===== config.mk =====
export PLATFORM = sky130hd
export DESIGN_NAME = split_ptr_adder
export DESIGN_NICKNAME = d
export VERILOG_FILES = /design/src/rtl/ptradd_pkg.sv /design/src/rtl/ptradd_word_add.sv /design/src/rtl/ptradd_lo_stage.sv /design/src/rtl/ptradd_hi_stage.sv /design/src/rtl/split_ptr_adder.sv
export SDC_FILE = /design/constraint.sdc
export NUM_CORES = 1
export LEC_CHECK = 0
export ABC_CLOCK_PERIOD_IN_PS = 5800
export BUFFER_PORTS_ARGS = -buffer_cell sky130_fd_sc_hd__buf_2
export CAP_MARGIN = 5
export CORE_UTILIZATION = 50
export CTS_CLUSTER_DIAMETER = 80
export DETAILED_ROUTE_END_ITERATION = 8
export PLACE_DENSITY_LB_ADDON = 0.3
export REMOVE_ABC_BUFFERS = 1
export SLEW_MARGIN = 20
export SYNTH_ARGS = -nofsm -noshare
export SYNTH_HDL_FRONTEND = slang
export SYNTH_SLANG_ARGS = --single-unit

===== constraint.sdc =====
create_clock -name clk -period 5.8 [get_ports clk]
set_clock_uncertainty 0.15 [all_clocks]
set_input_delay 0.29 -clock clk [delete_from_list [all_inputs] [get_ports clk]]
set_output_delay 0.29 -clock clk [all_outputs]
set_load 0.005 [all_outputs]

===== src/rtl/ptradd_pkg.sv =====
package ptradd_pkg;
  parameter int HALF_W  = 32;
  parameter int SHAMT_W = 3;
  localparam int SPILL_W = (1 << SHAMT_W) - 1;
  localparam int FULL_W  = 2 * HALF_W;

  typedef enum logic [1:0] {
    MODE_WIDE     = 2'b00,
    MODE_ZEXT     = 2'b01,
    MODE_SEXT     = 2'b10,
    MODE_WIDE_ALT = 2'b11
  } add_mode_e;

  // Private link from the low stage to the high stage
  typedef struct packed {
    logic                carry;
    logic [SPILL_W-1:0]  spill;
    logic [SHAMT_W-1:0]  shamt;
    logic                sign;
    add_mode_e           mode;
  } sideband_t;
endpackage


===== src/rtl/ptradd_word_add.sv =====
module ptradd_word_add #(
  parameter int W = 32
) (
  input  logic [W-1:0] op_a,
  input  logic [W-1:0] op_b,
  input  logic         cin,
  output logic [W-1:0] sum,
  output logic         cout
);
  logic [W:0] wide;

  always_comb begin
    wide = {1'b0, op_a} + {1'b0, op_b} + {{W{1'b0}}, cin};
    sum  = wide[W-1:0];
    cout = wide[W];
  end
endmodule


===== src/rtl/ptradd_lo_stage.sv =====
module ptradd_lo_stage
  import ptradd_pkg::*;
(
  input  logic               clk,
  input  logic               rst,
  input  logic               in_valid,
  input  add_mode_e          in_mode,
  input  logic [SHAMT_W-1:0] in_shamt,
  input  logic [HALF_W-1:0]  a_lo,
  input  logic [HALF_W-1:0]  a_hi,
  input  logic [HALF_W-1:0]  b_lo,
  input  logic [HALF_W-1:0]  b_hi,
  output logic               s1_valid,
  output logic [HALF_W-1:0]  s1_sum_lo,
  output logic [HALF_W-1:0]  s1_a_hi,
  output logic [HALF_W-1:0]  s1_b_hi,
  output sideband_t          s1_sb
);
  logic [FULL_W-1:0] shifted;
  logic [HALF_W-1:0] shifted_lo;
  logic [HALF_W-1:0] sum_lo_c;
  logic              carry_c;
  sideband_t         sb_c;

  always_comb begin
    shifted    = {{HALF_W{1'b0}}, b_lo} << in_shamt;
    shifted_lo = shifted[HALF_W-1:0];
  end

  ptradd_word_add #(.W(HALF_W)) lo_add_i (
    .op_a (a_lo),
    .op_b (shifted_lo),
    .cin  (1'b0),
    .sum  (sum_lo_c),
    .cout (carry_c)
  );

  always_comb begin
    sb_c.carry = carry_c;
    sb_c.spill = shifted[HALF_W +: SPILL_W];
    sb_c.shamt = in_shamt;
    sb_c.sign  = b_lo[HALF_W-1];
    sb_c.mode  = in_mode;
  end

  always_ff @(posedge clk) begin
    if (rst) begin
      s1_valid  <= 1'b0;
      s1_sum_lo <= '0;
      s1_a_hi   <= '0;
      s1_b_hi   <= '0;
      s1_sb     <= '0;
    end else begin
      s1_valid <= in_valid;
      if (in_valid) begin
        s1_sum_lo <= sum_lo_c;
        s1_a_hi   <= a_hi;
        s1_b_hi   <= b_hi;
        s1_sb     <= sb_c;
      end
    end
  end
endmodule


===== src/rtl/ptradd_hi_stage.sv =====
module ptradd_hi_stage
  import ptradd_pkg::*;
(
  input  logic              clk,
  input  logic              rst,
  input  logic              s1_valid,
  input  logic [HALF_W-1:0] s1_sum_lo,
  input  logic [HALF_W-1:0] s1_a_hi,
  input  logic [HALF_W-1:0] s1_b_hi,
  input  sideband_t         s1_sb,
  output logic              out_valid,
  output logic [HALF_W-1:0] out_lo,
  output logic [HALF_W-1:0] out_hi
);
  logic [HALF_W-1:0] spill_word;
  logic [HALF_W-1:0] wide_word;
  logic [HALF_W-1:0] fill_word;
  logic [HALF_W-1:0] hi_operand;
  logic [HALF_W-1:0] sum_hi_c;
  logic              carry_top;

  always_comb begin
    spill_word = {{(HALF_W-SPILL_W){1'b0}}, s1_sb.spill};
    wide_word  = (s1_b_hi << s1_sb.shamt) | spill_word;
    fill_word  = ({HALF_W{s1_sb.sign}} << s1_sb.shamt) | spill_word;
    unique case (s1_sb.mode)
      MODE_ZEXT: hi_operand = spill_word;
      MODE_SEXT: hi_operand = fill_word;
      default:   hi_operand = wide_word;
    endcase
  end

  ptradd_word_add #(.W(HALF_W)) hi_add_i (
    .op_a (s1_a_hi),
    .op_b (hi_operand),
    .cin  (s1_sb.carry),
    .sum  (sum_hi_c),
    .cout (carry_top)
  );

  logic unused_top;
  assign unused_top = carry_top;

  always_ff @(posedge clk) begin
    if (rst) begin
      out_valid <= 1'b0;
      out_lo    <= '0;
      out_hi    <= '0;
    end else begin
      out_valid <= s1_valid;
      if (s1_valid) begin
        out_lo <= s1_sum_lo;
        out_hi <= sum_hi_c;
      end
    end
  end
endmodule


===== src/rtl/split_ptr_adder.sv =====
module split_ptr_adder
  import ptradd_pkg::*;
(
  input  logic               clk,
  input  logic               rst,
  input  logic               in_valid,
  input  logic [1:0]         in_mode,
  input  logic [SHAMT_W-1:0] in_shamt,
  input  logic [HALF_W-1:0]  src1_lo,
  input  logic [HALF_W-1:0]  src1_hi,
  input  logic [HALF_W-1:0]  src2_lo,
  input  logic [HALF_W-1:0]  src2_hi,
  output logic               out_valid,
  output logic [HALF_W-1:0]  out_lo,
  output logic [HALF_W-1:0]  out_hi
);
  logic              s1_valid;
  logic [HALF_W-1:0] s1_sum_lo;
  logic [HALF_W-1:0] s1_a_hi;
  logic [HALF_W-1:0] s1_b_hi;
  sideband_t         s1_sb;

  ptradd_lo_stage lo_i (
    .clk       (clk),
    .rst       (rst),
    .in_valid  (in_valid),
    .in_mode   (add_mode_e'(in_mode)),
    .in_shamt  (in_shamt),
    .a_lo      (src1_lo),
    .a_hi      (src1_hi),
    .b_lo      (src2_lo),
    .b_hi      (src2_hi),
    .s1_valid  (s1_valid),
    .s1_sum_lo (s1_sum_lo),
    .s1_a_hi   (s1_a_hi),
    .s1_b_hi   (s1_b_hi),
    .s1_sb     (s1_sb)
  );

  ptradd_hi_stage hi_i (
    .clk       (clk),
    .rst       (rst),
    .s1_valid  (s1_valid),
    .s1_sum_lo (s1_sum_lo),
    .s1_a_hi   (s1_a_hi),
    .s1_b_hi   (s1_b_hi),
    .s1_sb     (s1_sb),
    .out_valid (out_valid),
    .out_lo    (out_lo),
    .out_hi    (out_hi)
  );
endmodule


==> results.md <==
- Hold depth: 3
- Reg2reg end: hi_i.out_hi[30]
- NumNets Final: between 1500 and 2000
- Hold endpoint: lo_i.s1_b_hi[16]
- Unrepaired setup endpoints after global routing: false
- Die Span Y: roughly 160 um
- P per Cell Area: 258 mW/mm2
- Residual DRC: 0
- End-of-flow core utilization: 0.609
- Measured slew at the worst slew-check pin: 960 ps
- Gate Count Post-Synth: between 1000 and 1500
- Gr usage total: 0.266
- Post-synth EDFFs: 0
- Yosys reg bits: roughly 180
- Reg2reg start: lo_i.s1_sb[0]
- Static leakage: between 6 and 7 nW
- Achievable frequency: between 200 and 250 MHz
- Post-synthesis async set-or-reset flop share: 0
- 1st-iter DRT viols: around 600
- Endpoints failing setup: 0
- Crit path launch type: flop
- Placed Instances: ~1800
- Clock H-tree levels: 4
- Clock sink count: 176
- Most used DFF post-synth: dfxtp_1
- First-pass GRT wire length: roughly 52 mm
- Clk pin slew, worst setup/hold paths: 80 ps
- Largest net degree at the start of global routing: 112
- Synth cell types: 79
- Crit path DAT: around 4900 ps
- Post-layout power: 3.67 mW
- Clk_lat worst skew: 440 ps
- Max-Cap Viols: 0
- Final worst-path cycle share: 0.810
- Row cnt: 56
- Share of cells above drive strength 1: 0.216
- Synth Warn #: 0
- Initial cell density of the core: 0.507
- Initial antenna violation count: 0
- PortBufs: 200
- Setup TNS: 0 ps
- Inserted Diodes: 0
- Vias in the first global route: ~10000
- Area growth syn-to-layout: 20.1%
- Worst Setup End Kind: flop
- Max transition margin: 0.360
- Final min period: ~4700 ps
- Post-route cell area: between 0.01 and 0.015 mm2
- Bufs on Longest Clock Path: 2
- Outcome: finished clean
- Via count: 10700
- DRT antenna net count: 0
- Worst-case reg-to-reg path depth: 19
- Post-DP HPWL: around 23 mm
- Sequential area share after synthesis: 0.297
- Worst Hold Launch: src2_hi[16]
- Final hold violation count: 0
- Total CTS buffers: 17
- Flop2flop setup slack: around 1100 ps
- Max FO, Critical Path: 32
- Syn Area/Cell: about 8.9 um2
- Mapped Area: approximately 0.012 mm2
- WL per Instance: 17.1 um
- DIE AREA: roughly 0.024 mm2
- Core Region: 0.0234 mm2
- DRT Pass-1 Iters: 5
- Required time worst endpoint: roughly 6000 ps
- Die X: around 160 um
- Post-CTS Setup Inserts: 0
- Final Max Slew Viols: 0
- Layout Cells excl Fill: 1866
- Post-placement cell area: roughly 0.013 mm2
- Top-level I/O count: approximately 200
- Grt ovf: 0
- VDD IR max: 0.000143 V
- Post-CTS sizing: 0
- Min-Delay Path Class: input port to flop
- Post-Place Worst Slack: approximately 1100 ps
- CP Class: flop to flop
- Final setup margin: ~1100 ps
- Clk root buf: clkbuf_16
- Routed WL: between 30 and 40 mm
- CTS tree: yes
- Via density: 5.73
- Hold Buf Count CTS: 61
- Tightest hold margin: 8.65 ps
- Gp weighted congestion: roughly 0.91
==> worst max-delay path by stage <==
stage | start | endpoint | slack (ps) | cells after the start
2_1_floorplan | lo_i.s1_sb[3] | hi_i.out_hi[28] | 1120 | 15
3_3_place_gp | lo_i.s1_sb[0] | hi_i.out_hi[30] | 1230 | 19
3_5_place_dp | lo_i.s1_sb[0] | hi_i.out_hi[30] | 1120 | 19
4_1_cts | lo_i.s1_sb[0] | hi_i.out_hi[30] | 1110 | 19
5_1_grt | lo_i.s1_sb[0] | hi_i.out_hi[30] | 790 | 19
6_report | lo_i.s1_sb[0] | hi_i.out_hi[30] | 1100 | 19
==> Yosys cell counts, types with 9 or more instances <==
library cell	number	share of area
clkbuf_1	58	0.018
nand3_1	10	0.0042
buf_1	19	0.0060
xnor2_1	28	0.021
inv_1	34	0.011
nand4_1	10	0.0053
a21oi_1	92	0.039
mux2i_1	178	0.15
o21bai_1	11	0.0070
nand2_1	75	0.024
mux2_2	29	0.028
nand2b_1	9	0.0047
mux4_2	40	0.076
nor2_1	209	0.066
a21o_1	31	0.020
xor2_1	12	0.0089
a211oi_1	18	0.011
o21ai_0	46	0.019
dfxtp_1	176	0.30
ha_1	64	0.067
nor3_1	20	0.0084
==> routing by layer <==
| layer | track usage | vias up | wire length (um) |
|---|---|---|---|
| met5 | 0 | - | 0 |
| met3 | 0.0444 | 49 | 1730 |
| met1 | 0.348 | 5011 | 14500 |
| li1 | - | 5258 | - |
| met2 | 0.445 | 367 | 15100 |
| met4 | 0.0854 | 0 | 677 |
==> cell families after synthesis <==
family          after synthesis  synth area share
compound gates              292             0.164
xor+xnor                     40            0.0295
fa+ha+maj                    67            0.0725
buf+inv                     119            0.0385
flops                       176             0.297
mux                         247             0.254
simple gates                387             0.145
==> final cells by class <==
class                   instances  area, um2
fillers                      2064       9150
multi-input cells            1033       7890
flip-flops and latches        176       3530
repair buffers                272       1720
clock buffers                  20        467
well taps                     319        399
inverters                      34        128
clock inverters                12        125
==> power breakdown <==
part           leakage, nW  internal, mW  switching [mW]
registers             1.45          1.30          0.0774
clock network        0.287         0.638           0.544
logic                 4.66         0.512           0.594
==> critical path, cell delays in order, from the launching register on <==
cell     delay, ps
dfxtp_1        360
inv_1           50
ha_1           270
buf_4          290
nor2_1          70
nor2_1         160
nand2_1         70
nor3_1         140
o21ai_0        120
fa_1           460
fa_1           440
nor2b_1        170
o31ai_1        130
a21oi_1        260
o22ai_1        210
o31a_1         360
o221a_2        300
o31ai_2        270
xor2_1         100
a22o_1         230
==> cells in the final DEF, fill, tap and decap left out, types with 7 or more instances in the layout <==
cell / netlist / routed
xnor2_1: 28 / 28
mux2_2: 29 / 29
nand2_1: 75 / 75
inv_1: 34 / 34
nor3_1: 20 / 20
o21ai_0: 46 / 46
o21a_1: 8 / 8
mux4_2: 40 / 40
xor2_1: 12 / 12
o21ai_1: 7 / 7
a21o_1: 31 / 31
nor2b_1: 7 / 7
mux2i_1: 178 / 178
buf_4: 0 / 11
and2_1: 7 / 7
a211oi_1: 18 / 18
nand2b_1: 9 / 9
nor2_1: 209 / 209
nand4_1: 10 / 10
nand3_1: 10 / 10
ha_1: 64 / 64
buf_2: 7 / 198
dfxtp_1: 176 / 173
or3_1: 8 / 8
a21oi_1: 92 / 92
clkbuf_16: 0 / 17
o21bai_1: 11 / 11
dlygate4sd3_1: 0 / 61
==> registers in the layout, indices dropped and copies added, names as in the netlist <==
name	flops
hi_i.out_hi	32
lo_i.s1_valid	1
lo_i.s1_a_hi	32
hi_i.out_lo	32
lo_i.s1_sum_lo	32
lo_i.s1_sb	14
lo_i.s1_b_hi	32
hi_i.out_valid	1
Power figures use the tool's default switching activity.
